[config.mk]
export PLATFORM = sky130hd
export DESIGN_NAME = hex16_core
export DESIGN_NICKNAME = d
export VERILOG_FILES = /design/src/rtl/hex16_pkg.sv /design/src/rtl/hex16_regfile.sv /design/src/rtl/hex16_alu.sv /design/src/rtl/hex16_nextpc.sv /design/src/rtl/hex16_core.sv
export SDC_FILE = /design/constraint.sdc
export NUM_CORES = 1
export LEC_CHECK = 0
export BUFFER_PORTS_ARGS = -buffer_cell sky130_fd_sc_hd__buf_2
export CORE_ASPECT_RATIO = 0.5
export CORE_MARGIN = 5
export CORE_UTILIZATION = 45
export DETAILED_ROUTE_END_ITERATION = 12
export PLACE_DENSITY = 0.62
export SKIP_CTS_REPAIR_TIMING = 1
export SYNTH_ARGS = -nofsm -noshare
export SYNTH_HDL_FRONTEND = slang
export SYNTH_HIERARCHICAL = 1
export SYNTH_SLANG_ARGS = --single-unit
export TNS_END_PERCENT = 100
[constraint.sdc]
create_clock -name clk -period 8.8 [get_ports clk]
set_clock_uncertainty 0.05 [all_clocks]
set_input_delay 1.32 -clock clk [delete_from_list [all_inputs] [get_ports clk]]
set_output_delay 1.32 -clock clk [all_outputs]
set_load 0.05 [all_outputs]
[src/rtl/hex16_pkg.sv]
package hex16_pkg;
    localparam int INSTR_W = 16;
    localparam int FIELD_W = 4;

    typedef enum logic [3:0] {
        OP_NOP   = 4'h0,
        OP_ADD   = 4'h1,
        OP_SUB   = 4'h2,
        OP_AND   = 4'h3,
        OP_XOR   = 4'h4,
        OP_SLL   = 4'h5,
        OP_SLI   = 4'h6,
        OP_ADDI  = 4'h7,
        OP_BEQ   = 4'h8,
        OP_BGT   = 4'h9,
        OP_JAL   = 4'hA,
        OP_RSVD  = 4'hB,
        OP_LOAD  = 4'hC,
        OP_STORE = 4'hD,
        OP_CALL  = 4'hE,
        OP_HALT  = 4'hF
    } opcode_e;

    typedef enum logic [2:0] {
        ST_FETCH,
        ST_DECODE,
        ST_EXEC,
        ST_LOAD,
        ST_TRAP,
        ST_HALT
    } state_e;
endpackage

[src/rtl/hex16_regfile.sv]
module hex16_regfile #(
    parameter int DATA_W  = 16,
    parameter int REG_CNT = 16,
    localparam int AW     = $clog2(REG_CNT)
) (
    input  logic              clk,
    input  logic              rst_n,
    input  logic [AW-1:0]     ra_a,
    input  logic [AW-1:0]     ra_b,
    input  logic [AW-1:0]     ra_c,
    output logic [DATA_W-1:0] rv_a,
    output logic [DATA_W-1:0] rv_b,
    output logic [DATA_W-1:0] rv_c,
    input  logic              wr_en,
    input  logic [AW-1:0]     wr_addr,
    input  logic [DATA_W-1:0] wr_data
);
    logic [DATA_W-1:0] cells [REG_CNT];

    // entry 0 is hard-wired, so writes to it have nowhere to land
    assign cells[0] = '0;

    for (genvar i = 1; i < REG_CNT; i++) begin : g_cell
        logic [DATA_W-1:0] q;
        always_ff @(posedge clk or negedge rst_n) begin
            if (!rst_n)
                q <= '0;
            else if (wr_en && wr_addr == AW'(i))
                q <= wr_data;
        end
        assign cells[i] = q;
    end

    assign rv_a = cells[ra_a];
    assign rv_b = cells[ra_b];
    assign rv_c = cells[ra_c];
endmodule

[src/rtl/hex16_alu.sv]
module hex16_alu
    import hex16_pkg::*;
#(
    parameter int DATA_W = 16,
    localparam int SH_W  = $clog2(DATA_W)
) (
    input  opcode_e           op,
    input  logic [DATA_W-1:0] x,
    input  logic [DATA_W-1:0] y,
    output logic [DATA_W-1:0] res
);
    always_comb begin
        case (op)
            OP_ADD, OP_ADDI: res = x + y;
            OP_SUB:          res = x - y;
            OP_AND:          res = x & y;
            OP_XOR:          res = x ^ y;
            OP_SLL, OP_SLI:  res = x << y[SH_W-1:0];
            default:         res = x;
        endcase
    end
endmodule

[src/rtl/hex16_nextpc.sv]
module hex16_nextpc
    import hex16_pkg::*;
#(
    parameter int DATA_W = 16
) (
    input  opcode_e           op,
    input  logic [DATA_W-1:0] pc,
    input  logic [DATA_W-1:0] v_d,
    input  logic [DATA_W-1:0] v_s1,
    input  logic [DATA_W-1:0] v_s2,
    input  logic [3:0]        off4,
    output logic [DATA_W-1:0] link,
    output logic [DATA_W-1:0] npc
);
    logic [DATA_W-1:0] off_ext;

    assign off_ext = {{(DATA_W-4){off4[3]}}, off4};
    assign link    = pc + DATA_W'(1);

    always_comb begin
        case (op)
            OP_BEQ:  npc = (v_s1 == v_s2) ? v_d : link;
            OP_BGT:  npc = (v_s1 > v_s2)  ? v_d : link;
            OP_JAL:  npc = pc + v_s1 + off_ext;
            default: npc = link;
        endcase
    end
endmodule

[src/rtl/hex16_core.sv]
module hex16_core
    import hex16_pkg::*;
#(
    parameter int DATA_W  = 16,
    parameter int REG_CNT = 16
) (
    input  logic              clk,
    input  logic              rst_n,
    output logic [DATA_W-1:0] imem_addr,
    input  logic [15:0]       imem_rdata,
    output logic [DATA_W-1:0] dmem_addr,
    output logic [DATA_W-1:0] dmem_wdata,
    output logic              dmem_we,
    output logic              dmem_re,
    input  logic [DATA_W-1:0] dmem_rdata,
    output logic              trap_valid,
    output logic [DATA_W-1:0] trap_data,
    output logic [7:0]        trap_code,
    input  logic              trap_ack,
    output logic              halted
);
    localparam int AW = $clog2(REG_CNT);

    state_e               state, state_nx;
    logic [DATA_W-1:0]    pc;
    logic [INSTR_W-1:0]   ir;
    opcode_e              op;
    logic [AW-1:0]        f_d, f_s1, f_s2;
    logic [7:0]           imm8;
    logic [DATA_W-1:0]    v_d, v_s1, v_s2;
    logic [DATA_W-1:0]    alu_x, alu_y, alu_res;
    logic [DATA_W-1:0]    link, npc;
    logic                 wr_en;
    logic [DATA_W-1:0]    wr_data;
    logic                 is_imm;

    // instruction fields
    assign op   = opcode_e'(ir[15:12]);
    assign f_d  = ir[11:8];
    assign f_s1 = ir[7:4];
    assign f_s2 = ir[3:0];
    assign imm8 = ir[7:0];

    hex16_regfile #(.DATA_W(DATA_W), .REG_CNT(REG_CNT)) u_rf (
        .clk    (clk),
        .rst_n  (rst_n),
        .ra_a   (f_d),
        .ra_b   (f_s1),
        .ra_c   (f_s2),
        .rv_a   (v_d),
        .rv_b   (v_s1),
        .rv_c   (v_s2),
        .wr_en  (wr_en),
        .wr_addr(f_d),
        .wr_data(wr_data)
    );

    assign is_imm = (op == OP_SLI) || (op == OP_ADDI);
    assign alu_x  = is_imm ? v_d : v_s1;
    assign alu_y  = is_imm ? {{(DATA_W-8){1'b0}}, imm8} : v_s2;

    hex16_alu #(.DATA_W(DATA_W)) u_alu (
        .op (op),
        .x  (alu_x),
        .y  (alu_y),
        .res(alu_res)
    );

    hex16_nextpc #(.DATA_W(DATA_W)) u_npc (
        .op  (op),
        .pc  (pc),
        .v_d (v_d),
        .v_s1(v_s1),
        .v_s2(v_s2),
        .off4(ir[3:0]),
        .link(link),
        .npc (npc)
    );

    // register write-back
    always_comb begin
        wr_en   = 1'b0;
        wr_data = alu_res;
        if (state == ST_EXEC) begin
            case (op)
                OP_ADD, OP_SUB, OP_AND, OP_XOR, OP_SLL, OP_SLI, OP_ADDI:
                    wr_en = 1'b1;
                OP_JAL: begin
                    wr_en   = 1'b1;
                    wr_data = link;
                end
                default: wr_en = 1'b0;
            endcase
        end else if (state == ST_LOAD) begin
            wr_en   = 1'b1;
            wr_data = dmem_rdata;
        end
    end

    // next-state logic
    always_comb begin
        state_nx = state;
        unique case (state)
            ST_FETCH:  state_nx = ST_DECODE;
            ST_DECODE: state_nx = ST_EXEC;
            ST_EXEC: begin
                case (op)
                    OP_LOAD: state_nx = ST_LOAD;
                    OP_CALL: state_nx = ST_TRAP;
                    OP_HALT: state_nx = ST_HALT;
                    default: state_nx = ST_FETCH;
                endcase
            end
            ST_LOAD:   state_nx = ST_FETCH;
            ST_TRAP:   state_nx = trap_ack ? ST_FETCH : ST_TRAP;
            ST_HALT:   state_nx = ST_HALT;
            default:   state_nx = ST_HALT;
        endcase
    end

    // state register
    always_ff @(posedge clk or negedge rst_n) begin
        if (!rst_n)
            state <= ST_FETCH;
        else
            state <= state_nx;
    end

    // program counter and instruction register
    always_ff @(posedge clk or negedge rst_n) begin
        if (!rst_n) begin
            pc <= '0;
            ir <= '0;
        end else begin
            unique case (state)
                ST_DECODE: ir <= imem_rdata;
                ST_EXEC: begin
                    if (op != OP_LOAD && op != OP_CALL && op != OP_HALT)
                        pc <= npc;
                end
                ST_LOAD: pc <= link;
                ST_TRAP: if (trap_ack) pc <= link;
                default: pc <= pc;
            endcase
        end
    end

    // outputs
    always_comb begin
        imem_addr  = pc;
        dmem_addr  = v_s1 + v_s2;
        dmem_wdata = v_d;
        dmem_we    = 1'b0;
        dmem_re    = 1'b0;
        trap_valid = 1'b0;
        trap_data  = v_d;
        trap_code  = imm8;
        halted     = 1'b0;
        unique case (state)
            ST_EXEC: begin
                dmem_we = (op == OP_STORE);
                dmem_re = (op == OP_LOAD);
            end
            ST_TRAP:  trap_valid = 1'b1;
            ST_HALT:  halted     = 1'b1;
            default:  ;
        endcase
    end
endmodule

==> results of run 1 <==
[worst min-delay path by stage]
stage,depth (start not counted),slack (ps),start,endpoint
2_1_floorplan,1,440,u_rf/g_cell[4].q[10],u_rf/g_cell[4].q[10]
3_3_place_gp,1,470,u_rf/g_cell[8].q[13],u_rf/g_cell[8].q[13]
3_5_place_dp,1,480,u_rf/g_cell[4].q[8],u_rf/g_cell[4].q[8]
4_1_cts,1,490,u_rf/g_cell[4].q[12],u_rf/g_cell[4].q[12]
5_1_grt,1,520,u_rf/g_cell[8].q[12],u_rf/g_cell[8].q[12]
6_report,1,500,u_rf/g_cell[5].q[1],u_rf/g_cell[5].q[1]
[state kept, by name, indices dropped and copies added, names as in the netlist]
| name | count |
|---|---|
| state | 3 |
| u_rf/g_cell.q | 240 |
| ir | 16 |
| imem_addr | 16 |
[through the flow]
step,worst slack (ps),util (%),area [um^2],hold slack (ps),instances
2_1_floorplan,2770,-,22800,442,2033
3_3_place_gp,2100,47.4,23800,467,2714
3_5_place_dp,2020,47.4,23800,479,2714
4_1_cts,1850,49.3,24700,494,2764
5_1_grt,1360,49.3,24700,519,2764
6_report,1710,49.3,24700,496,2764
[kinds of logic (layout without fill, tap and decap cells)]
group / after synthesis / count (layout) / share of synthesized area, %
XOR/XNOR: 74 / 74 / 2.84
AO/OA/AOI/OAI: 450 / 450 / 13.7
adder cells (fa/ha/maj): 97 / 97 / 5.90
buffers and inverters: 219 / 260 / 4.99
multiplexers: 561 / 561 / 34.8
AND/OR/NAND/NOR: 357 / 357 / 7.71
flip-flops: 275 / 275 / 30.1
[cells in the final DEF (no fill, tap or decap), types with 14 or more instances in the layout]
cell                        instances
sky130_fd_sc_hd__mux2_1            19
sky130_fd_sc_hd__a21o_1            14
sky130_fd_sc_hd__and2_1            15
sky130_fd_sc_hd__xnor2_1           45
sky130_fd_sc_hd__xor2_1            29
sky130_fd_sc_hd__dfrtp_1          269
sky130_fd_sc_hd__mux4_1            21
sky130_fd_sc_hd__a22oi_1           35
sky130_fd_sc_hd__mux2_2           343
sky130_fd_sc_hd__nor2b_1           14
sky130_fd_sc_hd__o221ai_1          21
sky130_fd_sc_hd__mux2i_1           55
sky130_fd_sc_hd__ha_1              79
sky130_fd_sc_hd__inv_1             43
sky130_fd_sc_hd__nand3_1           29
sky130_fd_sc_hd__fa_1              18
sky130_fd_sc_hd__a221oi_1          29
sky130_fd_sc_hd__a21oi_1          122
sky130_fd_sc_hd__a221o_1           19
sky130_fd_sc_hd__nand2_1           86
sky130_fd_sc_hd__buf_2            109
sky130_fd_sc_hd__nor2_1           114
sky130_fd_sc_hd__a31oi_1           14
sky130_fd_sc_hd__o21ai_0           65
sky130_fd_sc_hd__clkbuf_16         28
sky130_fd_sc_hd__a22o_1            23
sky130_fd_sc_hd__buf_4             55
sky130_fd_sc_hd__mux4_2           123
sky130_fd_sc_hd__nor3_1            15
sky130_fd_sc_hd__o211ai_1          24
[final cells by class]
class                           instances  area, um^2
Sequential cell                       275        6900
Clock inverter                         11         138
Fill cell                            4521       25500
Timing Repair Buffer                  166         993
Tap cell                              690         863
Multi-Input combinational cell       1539       14900
Clock buffer                           39         802
Inverter                               44         165
[routing by layer]
| layer | track usage (%) | wire length (um) |
|---|---|---|
| met1 | 38.3 | 32500 |
| met2 | 41.7 | 34400 |
| met3 | 5.64 | 6720 |
| met4 | 6.74 | 1940 |
| met5 | 0 | 0 |
==> results.rst, run 1 <==
.. list-table::
   :header-rows: 1

   * - Metric
     - Value
   * - Status
     - finished, final reports clean
   * - Clock-pin slew on the worst setup and hold paths
     - 60 ps
   * - Total routed wirelength
     - 75600 um
   * - Reported max-cap violation count
     - 0
   * - Clock root cell
     - sky130_fd_sc_hd__clkbuf_16
   * - Crit path arrival time
     - 5720 ps
   * - Post-synthesis instance total
     - 2033
   * - Source-to-sink clock delay at the later pin of the worst-skew pair
     - 600 ps
   * - Cell type with the highest occurrence count on the critical path
     - sky130_fd_sc_hd__a21oi_1
   * - TritonCTS clock tree
     - built
   * - Via count of the first global-routing pass
     - 17600
   * - Count of cell types in the netlist
     - 86
   * - CP Launch Type
     - flip-flop
   * - Part of the Yosys area used for sequential elements
     - 30.1%
   * - Fraction of post-synthesis cell area in the top cell type by area
     - 30.1%
   * - Number of iterations in the first detailed-routing pass
     - 6
   * - Residual antenna-violating net count after detailed routing
     - 0
   * - Via density
     - 6.59
   * - Die W
     - 329 um
   * - R2R Setup Slk
     - 1830 ps
   * - Number of buffer and inverter stages on the critical path
     - 2
   * - Net Count, Synth
     - 2165
   * - R2R depth
     - 24
   * - Predominant post-synthesis flop cell
     - sky130_fd_sc_hd__dfrtp_1
   * - Endpoint kind of the worst setup timing path
     - primary output
   * - Final Slew Violations
     - 0
   * - Commonest cells post-synth
     - 343 x sky130_fd_sc_hd__mux2_2, 275 x sky130_fd_sc_hd__dfrtp_1, 123 x sky130_fd_sc_hd__a21oi_1, 123 x sky130_fd_sc_hd__mux4_2, 123 x sky130_fd_sc_hd__nor2_1
   * - Core region area
     - 50200 um^2
   * - Die ar.
     - 55700 um^2
   * - Fin. Hold Viols
     - 0
   * - Drt drc
     - 0
   * - Start point of the critical path
     - ir[4]
   * - Via count of the routed design
     - 18200
   * - Antenna violations before repair
     - 2
   * - Yosys top cell by area
     - sky130_fd_sc_hd__dfrtp_1
   * - Height of the die
     - 169 um
   * - Mean post-synth cell area
     - 11.2 um^2
   * - Fraction of final layout cells with drive strength greater than 1
     - 34.7%
   * - Dominant cells by area after synthesis
     - sky130_fd_sc_hd__dfrtp_1 30%, sky130_fd_sc_hd__mux2_2 17%, sky130_fd_sc_hd__mux4_2 12%, sky130_fd_sc_hd__ha_1 4.3%, sky130_fd_sc_hd__a21oi_1 2.7%
   * - Setup repair after global routing missed its margin
     - no
   * - Overall global routing resource usage
     - 26.7%
   * - Class of the tightest hold or removal check
     - reg -> reg
   * - Asr flop ratio synth
     - 100%
   * - Drt wl/cell
     - 27.4 um
   * - Register bit count reported by yosys
     - 275
   * - Slew of the pin with the lowest slew margin
     - 1190 ps
   * - Number of buffers between clock root and the deepest sink
     - 3
   * - Peak fanout along the critical path
     - 46
   * - Setup CP Type
     - reg -> out
   * - Synthesis-to-finish area growth
     - 8.31%
   * - Stages on worst setup path
     - 12
   * - Number of setup violations in the final report
     - 0
   * - Slowest cell on the critical path
     - sky130_fd_sc_hd__dfrtp_4
   * - Final critical-path share of the clock period
     - 80.5%
   * - Half-perimeter wire length of the detailed placement result
     - 52100 um
   * - Largest incremental delay on the critical path
     - 950 ps
   * - Netlist Area Pre-Place
     - 22800 um^2
   * - Relative max-transition margin
     - 21.0%
   * - Cell-by-cell listing of the critical path
     - buf_4 > mux2i_1 > a221oi_1 > a21oi_1 > o211ai_1 > ha_1 > a21oi_1 > o21ai_0 > a21boi_0 > nor2_1 > a211oi_1 > buf_2
   * - Count of input and output buffers
     - 110
   * - Cell row count
     - 58
   * - Number of flops mapped to enable cells by yosys
     - 0
   * - Pin count of the biggest net entering global routing
     - 147
   * - Wire length of the first global-routing pass
     - 114000 um
   * - Summed negative setup slack over all endpoints
     - 0 ps
   * - Ant. Diodes
     - 0
   * - Top Family by Delay on Critical Path
     - compound AO/OA/AOI/OAI gates
   * - Termination of the worst setup path
     - dmem_addr[13]
   * - Number of clock buffers inserted by TritonCTS
     - 28
   * - Critical path data required time
     - 7430 ps
   * - Final weighted congestion in routability-driven placement
     - 0.936
   * - FF-to-FF End
     - u_rf/g_cell[7].q[15]
   * - # clock sinks
     - 275
   * - Final #Nets
     - 2186
   * - Worst reg2reg path startpoint
     - ir[1]
   * - Achievable clock frequency
     - 141 MHz
   * - Initial Utilization
     - 45.5%
   * - Number of top-level pins
     - 111
   * - Number of design-rule violations left by the first detailed-router iteration
     - 2379
   * - Most repeated cell in the gate-level netlist after synthesis
     - sky130_fd_sc_hd__mux2_2
   * - Synth warnings
     - 6
   * - Overflow after GRT
     - 0
   * - Period minus WS final
     - 7090 ps
   * - CTS H-Tree Depth
     - 1
Power of run 1 is not shown: default switching activity piles up to over one toggle a cycle in this logic, so the estimate is an artifact.
==> run 2: changes to the inputs <==
==> constraint.sdc (replaced) <==
create_clock -name clk -period 6.7 [get_ports clk]
set_clock_uncertainty 0.05 [all_clocks]
set_input_delay 1.005 -clock clk [delete_from_list [all_inputs] [get_ports clk]]
set_output_delay 1.005 -clock clk [all_outputs]
set_load 0.05 [all_outputs]
==> run 2 against run 1 <==
Worst hold slack lost 40 ps. Flip-flop and latch count is the same. Register-to-register slack lost 1400 ps. Via count grew 0.27%. Die area is the same. Count of clock-buffer cells in the layout grew 1. First-iteration DRC count shrank 24%. Setup slack lost 1300 ps. Global-route usage grew 0.28 points. Sequential share of layout area shrank 0.36 points.
==> results.rst, run 2 (synthesized netlist as in run 1, its figures left out) <==
.. list-table::
   :header-rows: 1

   * - Metric
     - Value
   * - Cell row count
     - 58 (unchanged)
   * - Slew of the pin with the lowest slew margin
     - 1260 ps (was 1190 ps)
   * - Die W
     - 329 um (unchanged)
   * - Synthesis-to-finish area growth
     - 9.74% (was 8.31%)
   * - Die ar.
     - 55700 um^2 (unchanged)
   * - Most used cells in the layout excluding fill and tap cells
     - 343 x sky130_fd_sc_hd__mux2_2, 269 x sky130_fd_sc_hd__dfrtp_1, 123 x sky130_fd_sc_hd__mux4_2 (unchanged)
   * - Slowest cell on the critical path
     - sky130_fd_sc_hd__dfrtp_2 (was sky130_fd_sc_hd__dfrtp_4)
   * - Total routed wirelength
     - 76600 um (was 75600 um)
   * - Drt drc
     - 0 (unchanged)
   * - Overflow after GRT
     - 0 (unchanged)
   * - Total area of multi-input combinational cells
     - 14900 um^2 (about the same)
   * - Number of design-rule violations left by the first detailed-router iteration
     - 1806 (was 2379)
   * - Number of buffers between clock root and the deepest sink
     - 3 (unchanged)
   * - Relative max-transition margin
     - 15.4% (was 21.0%)
   * - Ant. Diodes
     - 0 (unchanged)
   * - Leading cell type in the layout, fill and taps excluded
     - sky130_fd_sc_hd__mux2_2 (unchanged)
   * - Pin count of the biggest net entering global routing
     - 167 (was 147)
   * - Final weighted congestion in routability-driven placement
     - 0.937 (was 0.936)
   * - Largest register by flop count
     - u_rf/g_cell.q (unchanged)
   * - Largest register FFs
     - 240 (unchanged)
   * - Final critical-path share of the clock period
     - 94.2%
   * - Height of the die
     - 169 um (unchanged)
   * - Clock-pin slew on the worst setup and hold paths
     - 70 ps (was 60 ps)
   * - Via density
     - 6.54 (was 6.59)
   * - Clock root cell
     - sky130_fd_sc_hd__clkbuf_16 (unchanged)
   * - Number of clock buffers inserted by TritonCTS
     - 29 (was 28)
   * - Status
     - finished, final reports clean (unchanged)
   * - Source-to-sink clock delay at the later pin of the worst-skew pair
     - 600 ps (about the same)
   * - Summed negative setup slack over all endpoints
     - 0 ps (unchanged)
   * - Period minus WS final
     - 6310 ps
   * - Final Slew Violations
     - 0 (unchanged)
   * - Fraction of final layout cells with drive strength greater than 1
     - 35.6% (was 34.7%)
   * - Number of top-level pins
     - 111 (unchanged)
   * - Core region area
     - 50200 um^2 (unchanged)
   * - # clock sinks
     - 275 (unchanged)
   * - CTS H-Tree Depth
     - 1 (unchanged)
   * - Reported max-cap violation count
     - 0 (unchanged)
   * - CP Launch Type
     - flip-flop (unchanged)
   * - Antenna violations before repair
     - 1 (was 2)
   * - Wire length of the first global-routing pass
     - 115000 um (was 114000 um)
   * - Via count of the routed design
     - 18300 (was 18200)
   * - Number of filler instances in the final layout
     - 4535 (was 4521)
   * - Cell type with the highest occurrence count on the critical path
     - sky130_fd_sc_hd__buf_4 (was sky130_fd_sc_hd__a21oi_1)
   * - Count of input and output buffers
     - 110 (unchanged)
   * - Achievable clock frequency
     - 158 MHz
   * - R2R Setup Slk
     - 390 ps (was 1830 ps)
   * - Setup CP Type
     - reg -> reg (was reg -> out)
   * - Drt wl/cell
     - 27.4 um (about the same)
   * - Area of all sequential standard cells
     - 6900 um^2 (unchanged)
   * - Number of iterations in the first detailed-routing pass
     - 6 (unchanged)
   * - Final #Nets
     - 2212 (was 2186)
   * - Overall global routing resource usage
     - 27.0% (was 26.7%)
   * - Fin. Hold Viols
     - 0 (unchanged)
   * - Half-perimeter wire length of the detailed placement result
     - 53500 um (was 52100 um)
   * - Initial Utilization
     - 45.5% (unchanged)
   * - Setup repair after global routing missed its margin
     - no (unchanged)
   * - Number of setup violations in the final report
     - 0 (unchanged)
   * - Peak fanout along the critical path
     - 22 (was 46)
   * - Crit path arrival time
     - 6740 ps (was 5720 ps)
   * - TritonCTS clock tree
     - built (unchanged)
   * - Class of the tightest hold or removal check
     - in -> async (was reg -> reg)
   * - Largest incremental delay on the critical path
     - 580 ps (was 950 ps)
   * - Via count of the first global-routing pass
     - 18200 (was 17600)
   * - Residual antenna-violating net count after detailed routing
     - 0 (unchanged)
   * - Critical path data required time
     - 7130 ps (was 7430 ps)
   * - Endpoint kind of the worst setup timing path
     - flip-flop (was primary output)
==> run 2: changes by cell type in the layout (fill, tap and decap cells not counted), sizes merged <==
cell      change
bufinv        +2
clkinvlp      -1
clkbuf        +1
inv           +3
clkinv        -1
buf          +25
==> run 2: worst paths after layout <==
| path | start | to | depth (start not counted) |
|---|---|---|---|
| setup reg to reg | ir[1] | u_rf/g_cell[14].q[15] | 26 |
| max in group asynchronous | rst_n | ir[4] | 2 |
| setup / recovery | ir[1] | u_rf/g_cell[14].q[15] | 26 |
| hold / removal | rst_n | u_rf/g_cell[9].q[14] | 1 |
| hold reg to reg | u_rf/g_cell[6].q[2] | u_rf/g_cell[6].q[2] | 1 |
| min in group clk | u_rf/g_cell[6].q[2] | u_rf/g_cell[6].q[2] | 1 |
==> run 2: per-layer routing <==
layer / up-vias / part of all wire [%] / track usage, %
met5: - / 0.017 / 0
met4: 2 / 4.1 / 10.0
met3: 181 / 9.8 / 7.61
met2: 848 / 45 / 42.1
met1: 9296 / 42 / 36.2
li1: 7928 / - / -
==> run 2: through the flow <==
step | worst slack (ps) | cell area [um^2] | instances | utilization (%) | hold WS [ps]
after floorplan | 666 | 22800 | 2033 | - | 442
after global placement | 394 | 24000 | 2737 | 47.8 | 465
after detailed placement | 334 | 24000 | 2737 | 47.8 | 480
after CTS | 300 | 25100 | 2791 | 49.9 | 478
after global routing | 33.0 | 25100 | 2793 | 49.9 | 512
final | 388 | 25100 | 2793 | 49.9 | 456
==> run 2: cell type report <==
type	instances	area share, %
inverter	44	0.659
clock buffer	40	3.34
multi-input combinational	1539	59.4
tap	690	3.44
clock inverter	14	0.813
timing repair buffer	191	4.88
sequential	275	27.5
==> run 2: critical path: cells and delay by family, from the launching register on <==
kind	cells	cell delay, ps
AND/OR/NAND/NOR	5	730
flip-flops	1	580
XOR/XNOR	2	360
adder cells (fa/ha/maj)	2	530
AO/OA/AOI/OAI	10	2200
multiplexers	2	660
buffers and inverters	5	1060
Power of run 2 is left out for the same reason.
